[config.mk]
export PLATFORM = sky130hd
export DESIGN_NAME = pit_rate_gen
export DESIGN_NICKNAME = d
export VERILOG_FILES = /design/src/rtl/pit_pkg.sv /design/src/rtl/pit_rate_decode.sv /design/src/rtl/pit_divider.sv /design/src/rtl/pit_event_out.sv /design/src/rtl/pit_rate_gen.sv
export SDC_FILE = /design/constraint.sdc
export NUM_CORES = 1
export LEC_CHECK = 0
export BUFFER_PORTS_ARGS = -buffer_cell sky130_fd_sc_hd__buf_2
export CORE_MARGIN = 2
export CORE_UTILIZATION = 50
export CTS_CLUSTER_DIAMETER = 60
export DETAILED_ROUTE_END_ITERATION = 16
export GPL_ROUTABILITY_DRIVEN = 0
export PLACE_DENSITY = 0.76
export SLEW_MARGIN = 20
export SYNTH_ARGS = -nofsm -noshare
export SYNTH_HDL_FRONTEND = slang
export SYNTH_HIERARCHICAL = 1
export SYNTH_SLANG_ARGS = --single-unit
[constraint.sdc]
create_clock -name clk -period 7.1 [get_ports clk]
set_input_delay 0.355 -clock clk [delete_from_list [all_inputs] [get_ports clk]]
set_output_delay 0.355 -clock clk [all_outputs]
set_load 0.01 [all_outputs]
[src/rtl/pit_pkg.sv]
package pit_pkg;

    typedef enum logic [1:0] {
        RC_OFF    = 2'd0,
        RC_ALIAS  = 2'd1,
        RC_DIRECT = 2'd2
    } rate_class_e;

    typedef struct packed {
        logic strobe;
        logic irq;
        logic sqw;
    } pit_evt_t;

    // Classify a rate code: zero stops, the two lowest nonzero codes alias.
    function automatic rate_class_e classify(input int unsigned code);
        if (code == 0)
            return RC_OFF;
        else if (code <= 2)
            return RC_ALIAS;
        else
            return RC_DIRECT;
    endfunction

    // Exponent of the period (period = 2**exp ticks).
    function automatic int unsigned period_exp(input int unsigned code,
                                               input int unsigned alias_base);
        case (classify(code))
            RC_ALIAS:  return alias_base + code - 2;
            RC_DIRECT: return code - 1;
            default:   return 0;
        endcase
    endfunction

endpackage

[src/rtl/pit_rate_decode.sv]
module pit_rate_decode
    import pit_pkg::*;
#(
    parameter int CODE_W     = 4,
    parameter int CNT_W      = 14,
    parameter int ALIAS_BASE = 8
) (
    input  logic [CODE_W-1:0] code,
    output logic [CNT_W-1:0]  mask,
    output logic              off
);
    localparam int EXP_W = $clog2(CNT_W + 1);

    logic [EXP_W-1:0] exp_v;
    logic [CNT_W:0]   mask_wide;
    int unsigned      exp_raw;

    always_comb begin
        exp_raw = period_exp(int'(code), ALIAS_BASE);
        if (exp_raw > CNT_W)
            exp_raw = CNT_W;
        exp_v     = EXP_W'(exp_raw);
        mask_wide = ((CNT_W + 1)'(1) << exp_v) - (CNT_W + 1)'(1);
        mask      = mask_wide[CNT_W-1:0];
        off       = (classify(int'(code)) == RC_OFF);
    end

endmodule

[src/rtl/pit_divider.sv]
module pit_divider #(
    parameter int CNT_W = 14
) (
    input  logic             clk,
    input  logic             rst,
    input  logic             run,
    input  logic             tick,
    input  logic [CNT_W-1:0] next_mask,
    output logic             hit
);
    logic [CNT_W-1:0] cnt_q;
    logic [CNT_W-1:0] mask_q;
    logic             valid_q;
    logic [CNT_W-1:0] cnt_inc;
    logic [CNT_W-1:0] eff_mask;

    assign cnt_inc  = cnt_q + CNT_W'(1);
    assign eff_mask = valid_q ? mask_q : next_mask;
    assign hit      = run && tick && ((cnt_inc & eff_mask) == '0);

    always_ff @(posedge clk) begin
        if (rst || !run) begin
            cnt_q   <= '0;
            mask_q  <= '1;
            valid_q <= 1'b0;
        end else begin
            valid_q <= 1'b1;
            if (!valid_q || hit)
                mask_q <= next_mask;
            if (tick)
                cnt_q <= cnt_inc;
        end
    end

endmodule

[src/rtl/pit_event_out.sv]
module pit_event_out
    import pit_pkg::*;
#(
    parameter int              FLAG_W    = 8,
    parameter logic [FLAG_W-1:0] FLAG_MASK = 8'hC0
) (
    input  logic              clk,
    input  logic              rst,
    input  logic              hit,
    input  logic              pie_en,
    input  logic              sqw_en,
    output logic              evt_strobe,
    output logic [FLAG_W-1:0] irq_flags,
    output logic              sqw_pulse
);
    pit_evt_t evt_q;

    always_ff @(posedge clk) begin
        if (rst) begin
            evt_q <= '0;
        end else begin
            evt_q.strobe <= hit;
            evt_q.irq    <= hit && pie_en;
            evt_q.sqw    <= hit && sqw_en;
        end
    end

    assign evt_strobe = evt_q.strobe;
    assign irq_flags  = evt_q.irq ? FLAG_MASK : '0;
    assign sqw_pulse  = evt_q.sqw;

endmodule

[src/rtl/pit_rate_gen.sv]
module pit_rate_gen
    import pit_pkg::*;
#(
    parameter int                CODE_W     = 4,
    parameter int                ALIAS_BASE = 8,
    parameter int                FLAG_W     = 8,
    parameter logic [FLAG_W-1:0] FLAG_MASK  = 8'hC0
) (
    input  logic              clk,
    input  logic              rst,
    input  logic              tick_en,
    input  logic [CODE_W-1:0] rate_code,
    input  logic              pie_en,
    input  logic              sqw_en,
    output logic              evt_strobe,
    output logic [FLAG_W-1:0] irq_flags,
    output logic              sqw_pulse
);
    localparam int CNT_W = (1 << CODE_W) - 2;

    logic [CNT_W-1:0] next_mask;
    logic             code_off;
    logic             run;
    logic             hit;

    assign run = (pie_en || sqw_en) && !code_off;

    pit_rate_decode #(
        .CODE_W    (CODE_W),
        .CNT_W     (CNT_W),
        .ALIAS_BASE(ALIAS_BASE)
    ) u_decode (
        .code(rate_code),
        .mask(next_mask),
        .off (code_off)
    );

    pit_divider #(
        .CNT_W(CNT_W)
    ) u_divider (
        .clk      (clk),
        .rst      (rst),
        .run      (run),
        .tick     (tick_en),
        .next_mask(next_mask),
        .hit      (hit)
    );

    pit_event_out #(
        .FLAG_W   (FLAG_W),
        .FLAG_MASK(FLAG_MASK)
    ) u_out (
        .clk       (clk),
        .rst       (rst),
        .hit       (hit),
        .pie_en    (pie_en),
        .sqw_en    (sqw_en),
        .evt_strobe(evt_strobe),
        .irq_flags (irq_flags),
        .sqw_pulse (sqw_pulse)
    );

endmodule

# --- Word level (Yosys, flattened, before mapping) ---
# Index checks and enable logic that the tools add are counted.
word_totals:
  register_bits: 32
  out_inout_bits: 10
  elab_cells: 38
  inputBits: 9
classes:
  n_addsub: 5
  n_bitwise: 1
  eq_ne: 2
  shifts: 1
  n_mux: 7
  order_cmp: 2
  reduce_logical: 14
ops:
  columns: ["cell", "n"]
  rows:
  - ["$pmux W32 S2", 1]
  - ["$gt A32 B4 Y1 const B", 1]
  - ["$sub A32 B2 Y32 const B", 1]
  - ["$add A14 B1 Y14 const B", 1]
  - ["$and A14 B14 Y14", 1]
  - ["$logic_not A14 Y1", 1]
  - ["$mux W14", 1]
  - ["$shl A1 B4 Y14 const A", 1]
  - ["$sub A14 B2 Y14 const B", 1]
  - ["$mux W8", 1]
  - ["$add A4 B4 Y5 const A", 1]
  - ["$logic_and A1 B1 Y1", 5]
  - ["$sub A4 B1 Y5 const B", 1]
  - ["$le A4 B2 Y1 const B", 1]
  - ["$logic_not A4 Y1", 1]
  - ["$mux W2", 2]
  - ["$mux W4", 1]
  - ["$logic_not A1 Y1", 3]
  - ["$logic_or A1 B1 Y1", 3]
  - ["$eq A2 B1 Y1 const B", 1]
  - ["$eq A2 B2 Y1 const B", 1]
  - ["$logic_not A2 Y1", 1]
  - ["$mux W1", 1]

# --- Logic depth before layout (Yosys ltp) ---
depth:
  word_depth: 14
  mapped_depth: 19
  mapped_depth_nobuf: 17

# --- Hierarchy ---
# Netlist, hierarchy kept.
by_module_without_submodules:
  columns: ["module", "seq_area_each_um2", "cells_each", "area_each_um2", "instances"]
  rows:
  - ["pit_divider", 580.6, 196, 1756.7, 1]
  - ["pit_rate_decode", 0.0, 87, 594.3, 1]
  - ["pit_event_out", 60.1, 14, 145.1, 1]
  - ["pit_rate_gen", 0.0, 1, 10.0, 1]

# --- Worst setup path before layout ---
# OpenSTA, ideal clock, no wires.
synth_timing:
  path_kind: "input-to-reg"
  startpoint: "input rate_code[2]"
  endpoint: "register u_out/evt_q[1] (netlist name)"
  stages: 18
  path_slack_ns: 3.393
  setup_ns: 0.059
  t_arrival_ns: 3.649
  cell_sequence: "buf_6 inv_1 ha_1 a21boi_2 a21o_1 o22a_1 a31oi_1 nand2_1 ha_1 inv_1 o311ai_1 mux2_4 a221oi_1 a31o_1 o211ai_2 nor3_4 buf_4 and3b_2"
synth_between:
  elab_chain_cells: 14
  word_cells_on_any_way: 23
  classes_between: "4 x add/sub; 2 x order compare; 2 x eq/ne; 1 x shift; 5 x mux; 1 x bitwise; 8 x reduce/logical"
synth_lines:
  columns: ["element", "line_no", "text"]
  rows:
  - ["start: declaration", "pit_rate_gen.sv:12", "input logic [CODE_W-1:0] rate_code,"]
  - ["parallel branches: the longest is 4 deep, another holds $sub A32 B2 Y32", null, null]
  - ["$pmux W32 S2 *", "pit_pkg.sv:28", "case (classify(code))"]
  - ["$gt A32 B4 Y1", "pit_rate_decode.sv:20", "if (exp_raw > CNT_W)"]
  - ["$mux W4 *", "pit_rate_decode.sv:20", null]
  - ["$shl A1 B4 Y14 *", "pit_rate_decode.sv:23", "mask_wide = ((CNT_W + 1)'(1) << exp_v) - (CNT_W + 1)'(1);"]
  - ["$sub A14 B2 Y14 *", "pit_rate_decode.sv:23", null]
  - ["via next_mask[0]", "pit_rate_gen.sv:21", "logic [CNT_W-1:0] next_mask;"]
  - ["$mux W14 *", "pit_divider.sv:18", "assign eff_mask = valid_q ? mask_q : next_mask;"]
  - ["$and A14 B14 Y14 *", "pit_divider.sv:19", "assign hit = run && tick && ((cnt_inc & eff_mask) == '0);"]
  - ["$logic_not A14 Y1 *", "pit_divider.sv:19", null]
  - ["$logic_and A1 B1 Y1 *", "pit_divider.sv:19", null]
  - ["via hit", "pit_rate_gen.sv:24", "logic hit;"]
  - ["$logic_and A1 B1 Y1 *", "pit_event_out.sv:23", "evt_q.irq <= hit && pie_en;"]
  - ["end: declaration", "pit_event_out.sv:16", "pit_evt_t evt_q;"]
# Mark *: on every way through the listed nets, which the timed path passes.
# A chain may end at the register's enable or synchronous reset.

# --- Worst setup path after layout ---
layout_timing:
  startpoint: "input rate_code[2]"
  endpoint: "register u_divider.mask_q[9]"
layout_between:
  elab_chain_cells: 14
  word_cells_on_any_way: 25
  classes_between: "4 x add/sub; 2 x order compare; 2 x eq/ne; 1 x shift; 5 x mux; 1 x bitwise; 10 x reduce/logical"
layout_lines:
  columns: ["element", "line_no", "text"]
  rows:
  - ["parallel branches: the longest is 4 deep, another holds $sub A32 B2 Y32", null, null]
  - ["$pmux W32 S2 *", "pit_pkg.sv:28", null]
  - ["$gt A32 B4 Y1", "pit_rate_decode.sv:20", null]
  - ["$mux W4 *", "pit_rate_decode.sv:20", null]
  - ["$shl A1 B4 Y14 *", "pit_rate_decode.sv:23", null]
  - ["$sub A14 B2 Y14 *", "pit_rate_decode.sv:23", null]
  - ["via next_mask[0]", "pit_rate_gen.sv:21", null]
  - ["$mux W14 *", "pit_divider.sv:18", null]
  - ["$and A14 B14 Y14 *", "pit_divider.sv:19", null]
  - ["$logic_not A14 Y1 *", "pit_divider.sv:19", null]
  - ["$logic_and A1 B1 Y1 *", "pit_divider.sv:19", null]
  - ["$logic_or A1 B1 Y1 *", "pit_divider.sv:28", "if (!valid_q || hit)"]
  - ["end signal: assignment", "pit_divider.sv:29", "mask_q <= next_mask;"]
  - ["end: declaration", "pit_divider.sv:12", "logic [CNT_W-1:0] mask_q;"]
# Marked as above.

==> qor.csv <==
metric,value,unit
status,"finished, final reports clean",
Total Power Consumption,0.451,mW
grt ovf,0,
post-route ant nets,0,
family with the most delay on the worst path,compound AO/OA/AOI/OAI gates,
leakage power,1.01,nW
routed vias,2051,
"flops & latches, synth",32,
top-level port count,19,
"most common cell after layout, fill and taps aside",dfxtp_1,
Via density,5.60,
Synth Warn #,6,
Die Span Y,74.8,um
CP arrival,4.50,ns
fmax,228,MHz
post_cts resized,0,
core box area,4790,um^2
CTS tree,yes,
Final setup violation count,0,
Worst path slowest cell,o31a_1,
DP HPWL,3.75,mm
combinational share of power,0.244,
Row Count,25,
final wirelength,4.98,mm
Nets,314,
synthesized area per cell,8.41,um^2
Area Growth Syn to Fin,2.80,%
worst hold path type,primary input to register,
drt wl/cell,13.6,um
"Req. time, crit path",7.22,ns
compound-cell area share of the yosys netlist,0.239,
CTS root buf,clkbuf_8,
worst skew pair latency,0.29,ns
mapped cell area,2510,um^2
Hold WS,0.343,ns
Max stage delay on crit path,0.72,ns
Critical path buffers and inverters,3,
Tcrit/Tclk final,0.617,
"Reg clk slew, reported paths",0.06,ns
Sum Neg Setup Slack,0,ns
CTS Buffer Depth,2,
Worst Skew,0.00433,ns
Die W,74.8,um
clock power share,0.320,
main combinational cell family by area after synthesis,compound AO/OA/AOI/OAI gates,
"commonest non-fill, non-tap cells in the layout","dfxtp_1 (32), nand2_1 (28), inv_1 (26), nor2_1 (26)",
first-pass GRT wire length,8.48,mm
Seq pwr share,0.437,
GRT Util Overall,0.194,
share of layout cells above drive strength 1,0.157,
Die Area,5590,um^2
number of max-slew violations in the final report,0,
initial core utilization,0.524,
clock sinks,32,
largest net degree at the start of global routing,30,
"Distinct cells, synth",72,
Power Internal,0.310,mW
Synth Area in Simple Gates,0.238,
TritonRoute pass-1 iters,6,
mux cell area share after synthesis,0.0439,
Peak VDD IR,0.0583,mV
crit-path cells,"buf_2, inv_1, ha_1, a21boi_2, nor2_1, o22a_1, a31oi_1, nand2_1, ha_1, inv_1, o21ai_0, o22ai_1, mux2_2, nand4b_1, a31o_1, o211ai_2, o31a_1, o221ai_1",
CTS Buf Count,5,
Synth area leader,dfxtp_1,
"Top FF cell, synth",dfxtp_1,
crit-path max FO,14,
htree depth,2,
IO Port Bufs,12,
post-synthesis xor/xnor area fraction,0.0734,
Post-synth EDFFs,0,
min cycle time layout,4.38,ns
Synth top area share,0.256,
initial antenna violation count,0,
Synth Instances,298,
synthesized-area fraction occupied by adder cells,0.0349,
Fin. Hold Viols,0,
postcts setup bufs,0,
CTS Hold Bufs,0,
Sw Ratio,0.312,
Worst slew margin,0.298,
Worst Setup End Kind,register,
drt first-iter violations,162,
Post-route DRC,0,
max cap viols,0,
startpoint types,primary input,
RSZ-0062 raised after global routing,no,
Worst Tran Pin Value,1.05,ns
P per Cell Area,175,nW/um^2
sequential area share after synthesis,0.256,
vias in the first global route,1915,
ranking of synthesized cells by area,"dfxtp_1 (26%), o221ai_2 (6.0%), nand2_1 (4.2%)",
diode count,0,
CP Class,primary input to register,
async set-reset flop share out of synthesis,0,
Switch Pwr,0.141,mW
[worst register-to-register path, cell delays in order (launching register included)]
cell	delay [ns]
dfxtp_1	1.01
mux2_2	0.46
a221oi_1	0.29
a31o_1	0.16
o211ai_2	0.12
nor3_4	0.69
and3b_2	0.31
[registers in the layout, indices dropped and copies added, names as in the netlist]
name	cells
u_out/evt_strobe	1
u_out/evt_q	1
u_out/sqw_pulse	1
u_divider/valid_q	1
u_divider/mask_q	14
u_divider/cnt_q	14
[metal layers]
metal  global-route usage  up-vias  part of all wire
li1                     -     1051                 -
met1                0.249      939              0.46
met2                0.331       52              0.48
met3               0.0402        9             0.043
met4               0.0536        0             0.016
met5                    0        -                 0
[power groups by stage]
| stage | clock, mW | combinational, mW | sequential (mW) |
|---|---|---|---|
| floorplan | 0 | 0.0979 | 0.196 |
| global placement | 0 | 0.107 | 0.200 |
| detailed placement | 0 | 0.109 | 0.201 |
| CTS | 0.147 | 0.109 | 0.197 |
| global route | 0.156 | 0.121 | 0.198 |
| finish | 0.144 | 0.110 | 0.197 |
[per-stage QoR]
step | setup WS [ns] | util | cells | cell area (um^2)
after floorplan | 3.39 | - | 303 | 2520
after CTS | 2.77 | 0.538 | 366 | 2580
after global routing | 2.43 | 0.538 | 366 | 2580
after global placement | 2.59 | 0.519 | 358 | 2490
final | 2.72 | 0.538 | 366 | 2580
after detailed placement | 2.48 | 0.519 | 358 | 2490
[final cells by class]
type / instances / area (um^2)
fill: 449 / 2210
multi-input combinational: 220 / 1600
sequential: 32 / 641
inverter: 27 / 101
clock buffer: 8 / 90.1
tap: 67 / 83.8
timing repair buffer: 12 / 60.1
[cell families (layout without fill, tap and decap cells)]
group | after synthesis | after routing
other | 1 | 6
AOI/OAI and AO/OA | 67 | 67
adders and majority gates | 7 | 7
buffers and inverters | 51 | 47
DFF | 32 | 32
and+or+nand+nor | 109 | 109
muxes | 10 | 10
xor gates and xnor gates | 21 | 21
[final timing paths]
kind	slack (ns)	endpoint	depth (start not counted)	startpoint
max	2.72	u_divider/mask_q[9]	18	rate_code[2]
min	0.34	u_out/evt_q[1]	2	pie_en
min reg2reg	0.52	u_divider/mask_q[6]	2	u_divider/mask_q[6]
max reg2reg	4.01	u_out/sqw_pulse	6	u_divider/valid_q
[Yosys cell counts (3+ instances only)]
cell type / count
o221ai_1: 4
nand2_1: 28
xnor2_1: 9
a21oi_1: 7
o221ai_2: 10
nand2b_1: 4
a311oi_1: 3
and3_1: 3
ha_1: 7
nand3_1: 9
inv_1: 26
xor2_1: 12
buf_2: 5
o21a_1: 4
a31oi_1: 3
dfxtp_1: 32
nor2b_1: 3
buf_4: 11
and2_1: 3
o21bai_1: 3
nor3_1: 4
nor2_1: 26
nand4_1: 8
buf_6: 6
mux2i_1: 7
o21ai_0: 6
Power figures use the tool's default switching activity.
